==> src/rtl/gpio_bank_pkg.sv <==
package gpio_bank_pkg;
    localparam int          DEF_GROUPS     = 8;
    localparam int          DEF_GROUP_W    = 8;
    localparam int          DEF_SEL_GROUPS = 5;
    localparam int          DEF_IO_AW      = 16;
    localparam int          DEF_CFG_AW     = 8;
    localparam logic [15:0] DEF_IO_BASE    = 16'h0A00;
    localparam logic [7:0]  DEF_SEL_BASE   = 8'hC0;
    localparam logic [7:0]  DEF_OE_BASE    = 8'hC8;
endpackage

==> src/rtl/gpio_bank_cfg.sv <==
module gpio_bank_cfg #(
    parameter int GROUPS     = 8,
    parameter int GW         = 8,
    parameter int SEL_GROUPS = 5,
    parameter int AW         = 8,
    parameter logic [AW-1:0] SEL_BASE = 8'hC0,
    parameter logic [AW-1:0] OE_BASE  = 8'hC8
) (
    input  logic                        clk,
    input  logic                        rst_n,
    input  logic                        cfg_en,
    input  logic                        cfg_we,
    input  logic [AW-1:0]               cfg_idx,
    input  logic [GW-1:0]               cfg_wdata,
    output logic [GW-1:0]               cfg_rdata,
    output logic [GROUPS-1:0][GW-1:0]   oe,
    output logic [GROUPS-1:0][GW-1:0]   active
);
    localparam int GIW = $clog2(GROUPS);
    localparam int SIW = $clog2(SEL_GROUPS);

    typedef struct packed {
        logic [GROUPS-1:0][GW-1:0]     oe;
        logic [SEL_GROUPS-1:0][GW-1:0] sel;
        logic [GW-1:0]                 rdata;
    } cfg_state_t;

    cfg_state_t st_d, st_q;
    logic [AW-1:0]  oe_off, sel_off;
    logic           oe_hit, sel_hit;
    logic [GIW-1:0] oe_g;
    logic [SIW-1:0] sel_g;

    always_comb begin
        oe_off  = cfg_idx - OE_BASE;
        sel_off = cfg_idx - SEL_BASE;
        oe_hit  = oe_off < AW'(GROUPS);
        sel_hit = sel_off < AW'(SEL_GROUPS);
        oe_g    = oe_off[GIW-1:0];
        sel_g   = sel_off[SIW-1:0];
        st_d    = st_q;
        if (cfg_en) begin
            if (cfg_we) begin
                if (oe_hit)
                    st_d.oe[oe_g] = cfg_wdata;
                else if (sel_hit)
                    st_d.sel[sel_g] = cfg_wdata;
            end else begin
                st_d.rdata = '0;
                if (oe_hit)
                    st_d.rdata = st_q.oe[oe_g];
                else if (sel_hit)
                    st_d.rdata = st_q.sel[sel_g];
            end
        end
    end

    always_ff @(posedge clk) begin
        if (!rst_n) st_q <= '0;
        else        st_q <= st_d;
    end

    assign cfg_rdata = st_q.rdata;
    assign oe        = st_q.oe;

    for (genvar g = 0; g < GROUPS; g++) begin : g_grp
        if (g < SEL_GROUPS) begin : g_sel
            assign active[g] = st_q.sel[g];

            assert_sel_hold_R5: assert property (@(posedge clk) disable iff (!rst_n)
                !(cfg_en && cfg_we && cfg_idx == SEL_BASE + AW'(g)) |=> $stable(active[g]));
        end else begin : g_fixed
            assign active[g] = '1;
        end

        assert_oe_write_R4: assert property (@(posedge clk) disable iff (!rst_n)
            (cfg_en && cfg_we && cfg_idx == OE_BASE + AW'(g)) |=> (oe[g] == $past(cfg_wdata)));
    end

    assert_cfg_rd_hold_R9: assert property (@(posedge clk) disable iff (!rst_n)
        !(cfg_en && !cfg_we) |=> $stable(cfg_rdata));

    assert_unmapped_zero_R8: assert property (@(posedge clk) disable iff (!rst_n)
        (cfg_en && !cfg_we && !oe_hit && !sel_hit) |=> (cfg_rdata == '0));
endmodule

==> src/rtl/gpio_bank_data.sv <==
module gpio_bank_data #(
    parameter int GROUPS = 8,
    parameter int GW     = 8,
    parameter int AW     = 16,
    parameter logic [AW-1:0] IO_BASE = 16'h0A00
) (
    input  logic                      clk,
    input  logic                      rst_n,
    input  logic                      io_en,
    input  logic                      io_we,
    input  logic [AW-1:0]             io_addr,
    input  logic [GW-1:0]             io_wdata,
    output logic [GW-1:0]             io_rdata,
    input  logic [GROUPS-1:0][GW-1:0] rd_view,
    output logic [GROUPS-1:0][GW-1:0] latch
);
    localparam int GIW = $clog2(GROUPS);

    typedef struct packed {
        logic [GROUPS-1:0][GW-1:0] latch;
        logic [GW-1:0]             rdata;
    } data_state_t;

    data_state_t    st_d, st_q;
    logic [AW-1:0]  io_off;
    logic           io_hit;
    logic [GIW-1:0] io_g;

    always_comb begin
        io_off = io_addr - IO_BASE;
        io_hit = io_off < AW'(GROUPS);
        io_g   = io_off[GIW-1:0];
        st_d   = st_q;
        if (io_en) begin
            if (io_we) begin
                if (io_hit) st_d.latch[io_g] = io_wdata;
            end else begin
                st_d.rdata = io_hit ? rd_view[io_g] : '0;
            end
        end
    end

    always_ff @(posedge clk) begin
        if (!rst_n) st_q <= '0;
        else        st_q <= st_d;
    end

    assign io_rdata = st_q.rdata;
    assign latch    = st_q.latch;

    assert_latch_hold_R3: assert property (@(posedge clk) disable iff (!rst_n)
        !(io_en && io_we && io_hit) |=> $stable(latch));

    assert_io_miss_zero_R3: assert property (@(posedge clk) disable iff (!rst_n)
        (io_en && !io_we && !io_hit) |=> (io_rdata == '0));

    assert_io_rd_hold_R9: assert property (@(posedge clk) disable iff (!rst_n)
        !(io_en && !io_we) |=> $stable(io_rdata));
endmodule

==> src/rtl/gpio_bank_padmux.sv <==
module gpio_bank_padmux #(
    parameter int GROUPS = 8,
    parameter int GW     = 8
) (
    input  logic [GROUPS-1:0][GW-1:0] oe,
    input  logic [GROUPS-1:0][GW-1:0] active,
    input  logic [GROUPS-1:0][GW-1:0] latch,
    input  logic [GROUPS-1:0][GW-1:0] pin,
    output logic [GROUPS-1:0][GW-1:0] drv_en,
    output logic [GROUPS-1:0][GW-1:0] drv_val,
    output logic [GROUPS-1:0][GW-1:0] rd_view
);
    for (genvar g = 0; g < GROUPS; g++) begin : g_grp
        for (genvar b = 0; b < GW; b++) begin : g_bit
            assign drv_en[g][b]  = active[g][b] & oe[g][b];
            assign drv_val[g][b] = latch[g][b];
            assign rd_view[g][b] = active[g][b] & (oe[g][b] ? latch[g][b] : pin[g][b]);
        end
    end
endmodule

==> src/rtl/gpio_bank_ctrl.sv <==
module gpio_bank_ctrl
    import gpio_bank_pkg::*;
#(
    parameter int GROUPS     = DEF_GROUPS,
    parameter int GW         = DEF_GROUP_W,
    parameter int SEL_GROUPS = DEF_SEL_GROUPS,
    parameter int IO_AW      = DEF_IO_AW,
    parameter int CFG_AW     = DEF_CFG_AW,
    parameter logic [IO_AW-1:0]  IO_BASE  = DEF_IO_BASE,
    parameter logic [CFG_AW-1:0] SEL_BASE = DEF_SEL_BASE,
    parameter logic [CFG_AW-1:0] OE_BASE  = DEF_OE_BASE,
    localparam int LINES = GROUPS * GW
) (
    input  logic              clk,
    input  logic              rst_n,
    input  logic              io_en,
    input  logic              io_we,
    input  logic [IO_AW-1:0]  io_addr,
    input  logic [GW-1:0]     io_wdata,
    output logic [GW-1:0]     io_rdata,
    input  logic              cfg_en,
    input  logic              cfg_we,
    input  logic [CFG_AW-1:0] cfg_idx,
    input  logic [GW-1:0]     cfg_wdata,
    output logic [GW-1:0]     cfg_rdata,
    input  logic [LINES-1:0]  pad_in,
    output logic [LINES-1:0]  pad_out,
    output logic [LINES-1:0]  pad_oe
);
    logic [GROUPS-1:0][GW-1:0] oe_w, active_w, latch_w, pin_w;
    logic [GROUPS-1:0][GW-1:0] drv_en_w, drv_val_w, rd_view_w;

    assign pin_w   = pad_in;
    assign pad_oe  = drv_en_w;
    assign pad_out = drv_val_w;

    gpio_bank_cfg #(
        .GROUPS(GROUPS), .GW(GW), .SEL_GROUPS(SEL_GROUPS), .AW(CFG_AW),
        .SEL_BASE(SEL_BASE), .OE_BASE(OE_BASE)
    ) u_cfg (
        .clk(clk), .rst_n(rst_n), .cfg_en(cfg_en), .cfg_we(cfg_we),
        .cfg_idx(cfg_idx), .cfg_wdata(cfg_wdata), .cfg_rdata(cfg_rdata),
        .oe(oe_w), .active(active_w)
    );

    gpio_bank_data #(
        .GROUPS(GROUPS), .GW(GW), .AW(IO_AW), .IO_BASE(IO_BASE)
    ) u_data (
        .clk(clk), .rst_n(rst_n), .io_en(io_en), .io_we(io_we),
        .io_addr(io_addr), .io_wdata(io_wdata), .io_rdata(io_rdata),
        .rd_view(rd_view_w), .latch(latch_w)
    );

    gpio_bank_padmux #(
        .GROUPS(GROUPS), .GW(GW)
    ) u_mux (
        .oe(oe_w), .active(active_w), .latch(latch_w), .pin(pin_w),
        .drv_en(drv_en_w), .drv_val(drv_val_w), .rd_view(rd_view_w)
    );

    assert_reset_quiet_R1: assert property (@(posedge clk) disable iff (!rst_n)
        $rose(rst_n) |-> (pad_oe == '0 && pad_out == '0 && io_rdata == '0 && cfg_rdata == '0));

    assert_inactive_quiet_R7: assert property (@(posedge clk) disable iff (!rst_n)
        ((pad_oe & ~active_w) == '0));
endmodule

==> config.mk <==
export PLATFORM = sky130hd
export DESIGN_NAME = gpio_bank_ctrl
export DESIGN_NICKNAME = d
export VERILOG_FILES = /design/src/rtl/gpio_bank_pkg.sv /design/src/rtl/gpio_bank_cfg.sv /design/src/rtl/gpio_bank_data.sv /design/src/rtl/gpio_bank_padmux.sv /design/src/rtl/gpio_bank_ctrl.sv
export SDC_FILE = /design/constraint.sdc
export NUM_CORES = 1
export LEC_CHECK = 0
export ABC_AREA = 1
export BUFFER_PORTS_ARGS = -buffer_cell sky130_fd_sc_hd__buf_2
export CAP_MARGIN = 20
export CORE_MARGIN = 10
export CORE_UTILIZATION = 54
export DETAILED_ROUTE_END_ITERATION = 8
export PLACE_DENSITY = 0.81
export SLEW_MARGIN = 5
export SYNTH_ARGS = -nofsm -noshare
export SYNTH_HDL_FRONTEND = slang
export SYNTH_SLANG_ARGS = --single-unit
==> constraint.sdc <==
create_clock -name clk -period 1.7 [get_ports clk]
set_input_delay 0.085 -clock clk [delete_from_list [all_inputs] [get_ports clk]]
set_output_delay 0.085 -clock clk [all_outputs]
set_load 0.01 [all_outputs]
# --- Yosys cells after proc, flatten, opt, wreduce, memory -nomap -nowiden ---
# Index checks and enable logic that the tools add are counted.
totals:
  regBits: 184
  inputBits: 110
  out_inout_bits: 144
  elab_cells: 208
op_classes:
  add_sub_neg: 3
  n_lt_le_gt_ge: 9
  mux: 82
  bitwise: 83
  n_reduce_logical: 8
op_table:
  columns: ["op", "n"]
  rows:
  - ["bitwise mux 64 bit", 2]
  - ["bitwise AND 1 bit", 80]
  - ["binary-select mux 8 bit (select 3 bit)", 3]
  - ["demux 8 bit (select 3 bit)", 3]
  - ["two-way mux 8 bit", 9]
  - ["two-way mux 1 bit", 64]
  - ["bitwise mux 40 bit", 1]
  - ["< comparator 16 x 4 -> 1 bit, second input constant", 1]
  - ["subtractor 16 x 12 -> 16 bit, second input constant", 1]
  - ["subtractor 8 bit, second input constant", 2]
  - ["< comparator 3 x 4 -> 1 bit, second input constant", 3]
  - [">= comparator 3 x 1 -> 1 bit, second input constant", 3]
  - ["< comparator 8 x 3 -> 1 bit, second input constant", 1]
  - ["< comparator 8 x 4 -> 1 bit, second input constant", 1]
  - ["AND reduction 3 bit", 2]
  - ["AND reduction 2 bit", 2]
  - ["AND reduction 4 bit", 1]
  - ["logical AND 1 bit", 3]
  - ["inverter 1 bit", 3]

# --- Longest topological paths before layout ---
# Gate-level depths: netlist of the first run.
depth:
  ltp_word: 6
  depth_mapped: 13
  mapped_depth_nobuf: 12

# --- By module ---
# Synthesis of the first run repeated with hierarchy kept, for this count alone.
unflattened:
  hier_cells: 1977
  area_unflattened_um2: 11722.5
modules_own_cells:
  columns: ["module", "n_inst", "cells_per_inst", "area_per_inst_um2", "seq_area_each_um2"]
  rows:
  - ["gpio_bank_cfg", 1, 855, 5654.2, 2242.2]
  - ["gpio_bank_data", 1, 610, 3746.1, 1441.4]
  - ["gpio_bank_padmux", 1, 512, 2322.2, 0.0]

# --- Worst setup path after synthesis of the first run ---
# No wires, ideal clock.
synth_timing:
  path_kind: "in2reg"
  startpoint: "in cfg_idx[3]"
  endpoint: "reg u_cfg.st_q (netlist bit u_cfg.oe[48])"
  setup_time_ns: 0.132
  arrival_ns: 1.377
  required_ns: 1.568
  setup_slack_ns: 0.191
  path_stages: 10
  path_buffers: 0
  cell_sequence: "inv_1 ha_1 nand2_1 nand3b_1 a21oi_2 nand2_2 nor2_2 inv_1 nand2_1 a21oi_1"
synth_via:
  elab_chain_cells: 3
synth_lines:
  columns: ["item", "line", "source"]
  rows:
  - ["start: declaration", "gpio_bank_ctrl.sv:23", "input logic [CFG_AW-1:0] cfg_idx,"]
  - ["subtractor 8 bit", "gpio_bank_cfg.sv:35", "oe_off = cfg_idx - OE_BASE;"]
  - ["< comparator 8 x 4 -> 1 bit", "gpio_bank_cfg.sv:37", "oe_hit = oe_off < AW'(GROUPS);"]
  - ["AND reduction 3 bit (no line)", null, null]
  - ["end signal: assignment", "gpio_bank_cfg.sv:60", "else st_q <= st_d;"]
  - ["end: declaration", "gpio_bank_cfg.sv:28", "cfg_state_t st_d, st_q;"]
# Every way passes these cells.
# A chain may end at the register's enable or synchronous reset.

# --- Worst setup path after layout of the first run ---
layout_timing:
  startpoint: "reg u_cfg.st_q (netlist bit u_cfg.oe[1])"
  endpoint: "reg u_data.st_q (netlist bit u_data.io_rdata[1])"
layout_via:
  elab_chain_cells: 5
layout_lines:
  columns: ["item", "line", "source"]
  rows:
  - ["two-way mux 1 bit", "gpio_bank_padmux.sv:17", "assign rd_view[g][b] = active[g][b] & (oe[g][b] ? latch[g][b] : pin[g][b]);"]
  - ["bitwise AND 1 bit", "gpio_bank_padmux.sv:17", null]
  - ["binary-select mux 8 bit (select 3 bit)", "gpio_bank_data.sv:38", "st_d.rdata = io_hit ? rd_view[io_g] : '0;"]
  - ["two-way mux 8 bit (not written as such)", "gpio_bank_data.sv:38", null]
  - ["two-way mux 8 bit", "gpio_bank_data.sv:38", null]
  - ["end signal: assignment", "gpio_bank_data.sv:45", "else st_q <= st_d;"]
  - ["end: declaration", "gpio_bank_data.sv:24", "data_state_t st_d, st_q;"]
# Every way passes these cells. The select of a mux whose other input is x is not followed.

==> results_dict.tcl, run 1 <==
set metrics [dict create \
    worst_pin_slew_ns 0.6205 \
    drc 0 \
    numCtsBuffers 17 \
    area_growth_pct 21.67 \
    cts_sinks 184 \
    grt_overflow 0 \
    drtAntennaViolNets 0 \
    synth_nets 1831 \
    ctsHtreeMaxLevel 4 \
    hold_viol_final 0 \
    multiInputGateArea_sq_mm 0.005308 \
    status "finished, final reports clean" \
    crit_fanout 5 \
    synth_area_leader_cell "dfxtp_1" \
    reg2reg_from "u_cfg.oe[1]" \
    yosys_warnings 0 \
    cts_tree "built" \
    detail_route.vias_per_cell 5.383 \
    fillers 1741 \
    grt_pass1_vias 11000 \
    grt_use_total 0.3138 \
    worstHoldStart "io_wdata[5]" \
    fp.dieArea_sq_mm 0.02493 \
    gp_congestion 0.9923 \
    synth-edff-count 0 \
    synthesis.area_sq_mm 0.01027 \
    chipHeight_um 157.9 \
    holdCritPathClass "input pin to flop" \
    seqCellArea_sq_mm 0.003684 \
    final_cell_mix "nand2_1 (622), nor2_1 (282), buf_2 (253)" \
    routed_wl_mm 40.43 \
    grt_util_met3 0.06594 \
    cp.arrival_ns 1.96 \
    final_common_cell "nand2_1" \
    rows 50 \
    io_buffers 253 \
    clk_root_buffer_cell "clkbuf_16" \
    num_io_pins 254 \
    core_sq_mm 0.01871 \
    first_iter_violations 1534 \
    netlist_instances 1719 \
    startpoint "u_cfg.oe[1]" \
    dp_cells 2180 \
    avgRoutedWirePerCell_um 18.27 \
    synth_seq_cells 184 \
    start_kind "flop" \
    finClkSkew_ns 0.01046 \
    cts_setup_buffers 0 \
    cts_resized 0 \
    ir_drop_v 0.0007395 \
    yosysTopAreaCellShare 0.3587 \
    use_met1 0.4001 \
    grt.busiest_layer "met2" \
    chipWidth_um 157.9 \
    nets 2077 \
    clk_pin_slew_ns 0.08 \
    p_per_area_mw_per_mm2 750.9 \
    critPathCaptureType "flop" \
    ys_seq_area_frac 0.3587 \
    holdWs_ns 0.08271 \
    setup_viol 0 \
    ys_types 26 \
    grt_pass1_wl_mm 60.62 \
    period_minus_slack_ns 1.589 \
    synth_area_leaders "dfxtp_1 (36%), nand2_1 (23%), nor2_1 (10%), inv_1 (6.8%), a21oi_1 (5.5%)" \
    num_vias 11910 \
    avgSynthCellArea_sq_um 5.974 \
    layout-drive-gt1-share 0.2022 \
    synthArstFlopShare 0 \
    synth_ff_type "dfxtp_1" \
    cp_data_required_time_ns 2.07 \
    path_class "flop to flop" \
    dpl.hpwl_mm 30.78 \
    start_util 0.5490 \
    rsz0062_at_grt "no" \
    antenna_found_initial 1 \
    fmax_ghz 0.6294 \
    relSlewSlack 0.5863 \
    fin_cells 2213 \
    maxCapViolations 0 \
    period_share 0.9345 \
    cts_max_path_buffers 2 \
    leakage_nw 6.498 \
    clk_latency_ns 0.44 \
    grt_max_degree 54 \
    grt_use_met2 0.4869 \
    hold_buffers 0 \
    dr.pass1.iters 8 \
    maxSlewViolCount 0 \
]
critical path, stage by stage, from the launching register on:
cell and delay (ns):
dfxtp_1 0.49, nor2_1 0.08, o21ai_0 0.26, nand2_1 0.15
nor2_1 0.25, nand2_1 0.08, nor2_1 0.09, nor2_1 0.05
nor2_1 0.07
cells in the mapped netlist (2+ instances only):
cell type,instances
dfxtp_1,184
o21ai_1,3
o211ai_1,7
clkbuf_1,27
nand4_2,8
inv_1,187
o21ai_0,71
buf_4,30
nand2_1,622
nor2_1,282
nand3b_1,3
buf_2,26
nand3_1,102
buf_6,8
nor2_4,4
or2_2,7
nor2_2,12
a21oi_1,113
nand2_2,8
ha_1,2
inv_2,8
state kept, by name, indices dropped and copies added, names as in the netlist:
name             count
u_cfg.oe            64
u_data.latch        64
u_cfg.active        40
u_cfg.cfg_rdata      8
u_data.io_rdata      8
final timing paths:
| path | end | cells after the start | slack (ns) |
|---|---|---|---|
| worst max-delay path | u_data.io_rdata[1] | 8 | 0.11 |
| worst min-delay path | u_data.latch[29] | 3 | 0.08 |
| worst max register to register | u_data.io_rdata[1] | 8 | 0.11 |
| worst min register to register | u_cfg.cfg_rdata[1] | 2 | 0.46 |
cell families (layout without fill, tap and decap cells):
family / count (synthesis) / after routing / share of synthesized area
buffers and inverters: 286 / 545 / 0.1245
AND/OR/NAND/NOR: 1051 / 1051 / 0.4165
AO/OA/AOI/OAI: 196 / 196 / 0.09783
adder cells (fa/ha/maj): 2 / 2 / 0.002436
other: 0 / 1 / 0
flip-flops: 184 / 184 / 0.3587
per-stage QoR:
| stage | worst slack, ns | power (mW) | util | area (sq um) | TNS (ns) |
|---|---|---|---|---|---|
| after floorplan | 0.1908 | 4.834 | - | 10270 | 0 |
| after global placement | 0.02075 | 5.237 | 0.6353 | 11880 | 0 |
| after detailed placement | -0.06993 | 5.244 | 0.6353 | 11880 | -0.9831 |
| after CTS | 0.1583 | 9.327 | 0.6679 | 12490 | 0 |
| after global routing | 0.02003 | 9.590 | 0.6679 | 12490 | 0 |
| final | 0.1113 | 9.383 | 0.6680 | 12500 | 0 |
area by class of cell:
cell class                 instances  share of cell area
antenna                            1           0.0002003
clock buffer                      17             0.03404
clock inverter                    15             0.01482
inverter                         195             0.05858
multi-input combinational       1249              0.4248
sequential                       184              0.2948
tap                              234             0.02343
timing repair buffer             318              0.1494
routing by layer:
| layer | part of all wire | up-vias | wire length, um |
|---|---|---|---|
| met5 | 0 | - | 0 |
| met4 | 0.053 | 0 | 2158 |
| met3 | 0.13 | 125 | 5057 |
| met2 | 0.44 | 756 | 17720 |
| met1 | 0.38 | 5294 | 15490 |
| li1 | - | 5738 | - |
report_power, final:
group	switching, mW	internal [mW]
clock	1.97	2.24
combinational	0.606	0.258
sequential	0.00344	4.31
total	2.58	6.81
No activity file was read; power rests on OpenSTA's default activity.
==> run 2: changes to the inputs <==
--- a/config.mk
+++ b/config.mk
@@ -11,7 +11,9 @@
 export CORE_MARGIN = 10
 export CORE_UTILIZATION = 54
 export DETAILED_ROUTE_END_ITERATION = 8
+export MAX_ROUTING_LAYER = met4
 export PLACE_DENSITY = 0.81
+export SETUP_SLACK_MARGIN = 0.15
 export SLEW_MARGIN = 5
 export SYNTH_ARGS = -nofsm -noshare
 export SYNTH_HDL_FRONTEND = slang
==> results_dict.tcl, run 2 (synthesis results as in run 1) <==
set metrics [dict create \
    period_share 0.8659 \
    hold_viol_final 0 \
    status "finished, final reports clean" \
    num_vias 11930 \
    num_io_pins 254 \
    crit_fanout 3 \
    grt_use_total 0.3269 \
    area_growth_pct 21.80 \
    dr.pass1.iters 6 \
    io_buffers 253 \
    hold_buffers 0 \
    worstHoldPathCells 3 \
    setup_viol 0 \
    start_kind "flop" \
    holdWs_ns 0.02888 \
    holdCritPathClass "input pin to flop" \
    pre_cts_slack_ns -0.06812 \
    switching_share 0.2754 \
    chipHeight_um 157.9 \
    setup_ws_ns 0.2279 \
    seqPwrFrac 0.459 \
    numCtsBuffers 17 \
    grt_max_degree 81 \
    drc 0 \
    routed_wl_mm 40.85 \
    cts_tree "built" \
    cts_max_path_buffers 2 \
    rows 50 \
    ir_drop_v 0.0007077 \
    avgRoutedWirePerCell_um 18.48 \
    critPathCaptureType "flop" \
    maxSlewViolCount 0 \
    fmax_ghz 0.6793 \
    dpl.hpwl_mm 30.67 \
    p_switching_mw 2.587 \
    worst_pin_slew_ns 0.5259 \
    clk_root_buffer_cell "clkbuf_16" \
    maxCapViolations 0 \
    rsz0062_at_grt "yes" \
    maxUsedRoutingLayer "met4" \
    fillers 1735 \
    gp_congestion 0.9676 \
    nets 2074 \
    multiInputGateArea_sq_mm 0.005315 \
    chipWidth_um 157.9 \
    clk_latency_ns 0.44 \
    clkPwrFrac 0.448 \
    wl_met3_mm 4.524 \
    layout-drive-gt1-share 0.2035 \
    core_sq_mm 0.01871 \
    first_iter_violations 1414 \
    power.internal_mw 6.807 \
    p_per_area_mw_per_mm2 751.0 \
    seqCellArea_sq_mm 0.003686 \
    clk_pin_slew_ns 0.08 \
    grt_pass1_wl_mm 61.00 \
    grt_overflow 0 \
    cp_data_required_time_ns 2.08 \
    ctsHtreeMaxLevel 4 \
    drtAntennaViolNets 0 \
    reg2regPathDepth 8 \
    placed_area_sq_mm 0.01189 \
    final_cell_mix "nand2_1 (622), nor2_1 (279), buf_2 (253)" \
    detail_route.vias_per_cell 5.399 \
    cts_sinks 184 \
    final_area_sq_mm 0.01251 \
    antenna_found_initial 1 \
    fp.dieArea_sq_mm 0.02493 \
    final_common_cell "nand2_1" \
    routed-wl-met2_mm 18.22 \
    cp.arrival_ns 1.85 \
    period_minus_slack_ns 1.472 \
    wl_met1_mm 16.12 \
    pwr-share-comb 0.093 \
    fin_total_pwr_mw 9.394 \
    start_util 0.5490 \
    leakage_nw 6.492 \
    relSlewSlack 0.6490 \
    finClkSkew_ns 0.008259 \
    grt_pass1_vias 10980 \
    path_class "flop to flop" \
]
run 2: cell types whose count changed in the layout (fill, tap and decap cells not counted), sizes merged:
cell / change
buf: -3
clkinv: +1
inv: -1
run 2: area by class of cell:
type	count	share of cell area
Inverter	195	0.05852
Clock buffer	17	0.03401
Antenna cell	1	0.0002001
Multi-Input combinational cell	1249	0.4249
Timing Repair Buffer	315	0.1494
Clock inverter	15	0.01480
Tap cell	234	0.02341
Sequential cell	184	0.2947
run 2: worst paths after layout:
check | from | to | slack [ns]
worst max register to register | u_cfg.oe[21] | u_cfg.cfg_rdata[5] | 0.23
worst min register to register | u_cfg.cfg_rdata[1] | u_cfg.cfg_rdata[1] | 0.46
worst max-delay path | u_cfg.oe[21] | u_cfg.cfg_rdata[5] | 0.23
worst min-delay path | rst_n | u_data.io_rdata[1] | 0.03
run 2: critical path: stages, from the launching register on:
cell	delay, ns
dfxtp_1	0.36
inv_1	0.08
o21ai_0	0.39
nand2_1	0.11
nand2_1	0.08
nand2_1	0.04
nand3b_1	0.09
nand3_1	0.11
a21oi_1	0.15
run 2: through the flow:
stage | setup TNS [ns] | utilization | cells
final | 0 | 0.6687 | 2210
after global routing | 0 | 0.6687 | 2210
after CTS | 0 | 0.6680 | 2209
after detailed placement | -1.214 | 0.6354 | 2177
after global placement | 0 | 0.6354 | 2177
after floorplan | 0 | - | 1719
run 2: timing repair:
action	4_1_cts	5_1_grt
endpoints found under the setup margin	0	8
setup buffers	0	0
resized for setup	0	10
run 2: power by group through the flow:
stage / Clock (mW) / Sequential [mW] / Combinational, mW
2_1_floorplan: 0 / 4.41 / 0.421
3_3_place_gp: 0 / 4.41 / 0.829
3_5_place_dp: 0 / 4.41 / 0.836
4_1_cts: 4.18 / 4.31 / 0.842
5_1_grt: 4.38 / 4.31 / 0.927
6_report: 4.21 / 4.31 / 0.870
run 2: metal layers:
layer,GRT usage,vias up
li1,-,5738
met1,0.4023,5319
met2,0.5099,763
met3,0.06079,112
met4,0.1549,0
met5,-,-
==> run 3: changes to the inputs <==
--- a/config.mk
+++ b/config.mk
@@ -8,11 +8,13 @@
 export ABC_AREA = 1
 export BUFFER_PORTS_ARGS = -buffer_cell sky130_fd_sc_hd__buf_2
 export CAP_MARGIN = 20
+export CELL_PAD_IN_SITES_DETAIL_PLACEMENT = 1
+export CELL_PAD_IN_SITES_GLOBAL_PLACEMENT = 2
 export CORE_MARGIN = 10
-export CORE_UTILIZATION = 54
+export CORE_UTILIZATION = 27
 export DETAILED_ROUTE_END_ITERATION = 8
 export MAX_ROUTING_LAYER = met4
-export PLACE_DENSITY = 0.81
+export PLACE_DENSITY = 0.79
 export SETUP_SLACK_MARGIN = 0.15
 export SLEW_MARGIN = 5
 export SYNTH_ARGS = -nofsm -noshare
==> results_dict.tcl, run 3 (synthesis results as in run 1) <==
set metrics [dict create \
    status "finished, final reports clean" \
    startpoint "u_cfg.oe[55]" \
    final_cell_mix "nand2_1 (618), nor2_1 (277), buf_2 (253)" \
    ir_drop_v 0.0005499 \
    num_vias 11850 \
    final_common_cell "nand2_1" \
    dpl.hpwl_mm 40.58 \
    relSlewSlack 0.5783 \
    start_util 0.2733 \
    use_met1 0.2798 \
    grt_pass1_vias 12240 \
    avgRoutedWirePerCell_um 20.22 \
    leakage_nw 6.702 \
    antenna_found_initial 1 \
    setup_viol 0 \
    crit_fanout 5 \
    drtAntennaViolNets 0 \
    start_kind "flop" \
    maxCapViolations 0 \
    rsz0062_at_grt "yes" \
    grt.busiest_layer "met2" \
    grt_max_degree 105 \
    grt_util_met3 0.02921 \
    fp.dieArea_sq_mm 0.04624 \
    grt_use_met2 0.3659 \
    clk_pin_slew_ns 0.08 \
    hold_viol_final 0 \
    p_per_area_mw_per_mm2 712.9 \
    num_io_pins 254 \
    fmax_ghz 0.6920 \
    detail_route.vias_per_cell 4.691 \
    cts_sinks 184 \
    core_sq_mm 0.03758 \
    period_share 0.8501 \
    pre_cts_slack_ns -0.1120 \
    fin_util 0.3513 \
    routed_wl_mm 51.07 \
    numCtsBuffers 17 \
    layout-drive-gt1-share 0.2256 \
    clkPwrFrac 0.438 \
    cts_setup_buffers 0 \
    finClkSkew_ns 0.01449 \
    cts_tree "built" \
    rows 71 \
    critPathCaptureType "flop" \
    r2r_end "u_data.io_rdata[7]" \
    pwr-share-comb 0.104 \
    grt_pass1_wl_mm 76.18 \
    p_switching_mw 2.621 \
    power.internal_mw 6.791 \
    chipWidth_um 215.0 \
    holdCritPathClass "input pin to flop" \
    hold_buffers 0 \
    ctsHtreeMaxLevel 4 \
    grt_overflow 0 \
    reg2regPathDepth 10 \
    period_minus_slack_ns 1.445 \
    cp_data_required_time_ns 2.00 \
    cp.arrival_ns 1.74 \
    drc 0 \
    clk_latency_ns 0.44 \
    reg2reg_setup_slack_ns 0.25 \
    clk_root_buffer_cell "clkbuf_16" \
    timing.critical_path.to "u_data.io_rdata[7]" \
    gp_congestion 0.9012 \
    io_buffers 253 \
    dr.pass1.iters 4 \
    nets 2111 \
    maxSlewViolCount 0 \
    worst_pin_slew_ns 0.6325 \
    first_iter_violations 664 \
    setup_ws_ns 0.2548 \
    seqPwrFrac 0.458 \
    path_class "flop to flop" \
    area_growth_pct 28.56 \
    chipHeight_um 215.0 \
    reg2reg_from "u_cfg.oe[55]" \
    cts_max_path_buffers 2 \
    switching_share 0.2784 \
    grt_use_total 0.2220 \
]
-- run 3: cell types whose count changed in the layout (fill, tap and decap cells not counted), sizes merged --
cell,delta
buf,+37
diode,+1
clkinv,+3
clkinvlp,+1
inv,-5
clkbuf,+1
-- run 3: worst min-delay path by stage --
stage,depth (start not counted),end,start,slack [ns]
6_report,3,u_data.latch[46],io_wdata[6],0.09
5_1_grt,3,u_data.latch[63],io_wdata[7],0.08
4_1_cts,3,u_cfg.active[14],cfg_wdata[6],0.08
3_5_place_dp,2,u_cfg.cfg_rdata[3],u_cfg.cfg_rdata[3],0.47
3_3_place_gp,2,u_cfg.oe[39],u_cfg.oe[39],0.47
2_1_floorplan,2,u_cfg.active[0],cfg_wdata[0],0.25
-- run 3: timing repair --
| action | in CTS | in global routing |
|---|---|---|
| gates resized for setup | 5 | 30 |
| pin swaps | 0 | 5 |
| endpoints found under the setup margin | 5 | 9 |
-- run 3: critical path: stages (launching register included) --
cell and delay, ns:
dfxtp_1 0.46, nand2_1 0.08, o21ai_0 0.11, nand2_1 0.09, nand3_1 0.07, nor2_1 0.04, buf_4 0.14, nand2_1 0.09
nor2_1 0.06, nor2_1 0.11, nor2_1 0.05
-- run 3: cell type report --
type / count / area, sq um
multi-input cells: 1249 / 5340
clock buffers: 18 / 429.2
repair buffers: 352 / 2210
clock inverters: 14 / 150.1
diodes: 2 / 5.005
well taps: 511 / 639.4
inverters: 195 / 732.0
fillers: 4965 / 24370
flip-flops and latches: 184 / 3697
-- run 3: routing by layer --
metal,up-vias,wire length [um]
met3,45,1936
met1,5710,23550
met5,-,0
li1,5813,-
met4,0,1073
met2,278,24510
-- run 3: power by group through the flow --
stage               sequential (mW)  clock [mW]  combinational (mW)
floorplan                      4.41           0               0.421
global placement               4.41           0               0.958
detailed placement             4.41           0               0.967
CTS                            4.31        4.20               0.973
global route                   4.31        4.39                1.06
finish                         4.31        4.12               0.978
-- run 3: through the flow --
stage	hold WS (ns)	total power [mW]	TNS, ns	area, sq um	std cells
final	0.08711	9.412	0	13200	2525
after CTS	0.07503	9.487	0	13160	2523
after detailed placement	0.4743	5.382	-5.175	12570	2491
after floorplan	0.2494	4.834	0	10270	1719
after global routing	0.08201	9.757	0	13200	2524
after global placement	0.4675	5.372	-2.601	12570	2491
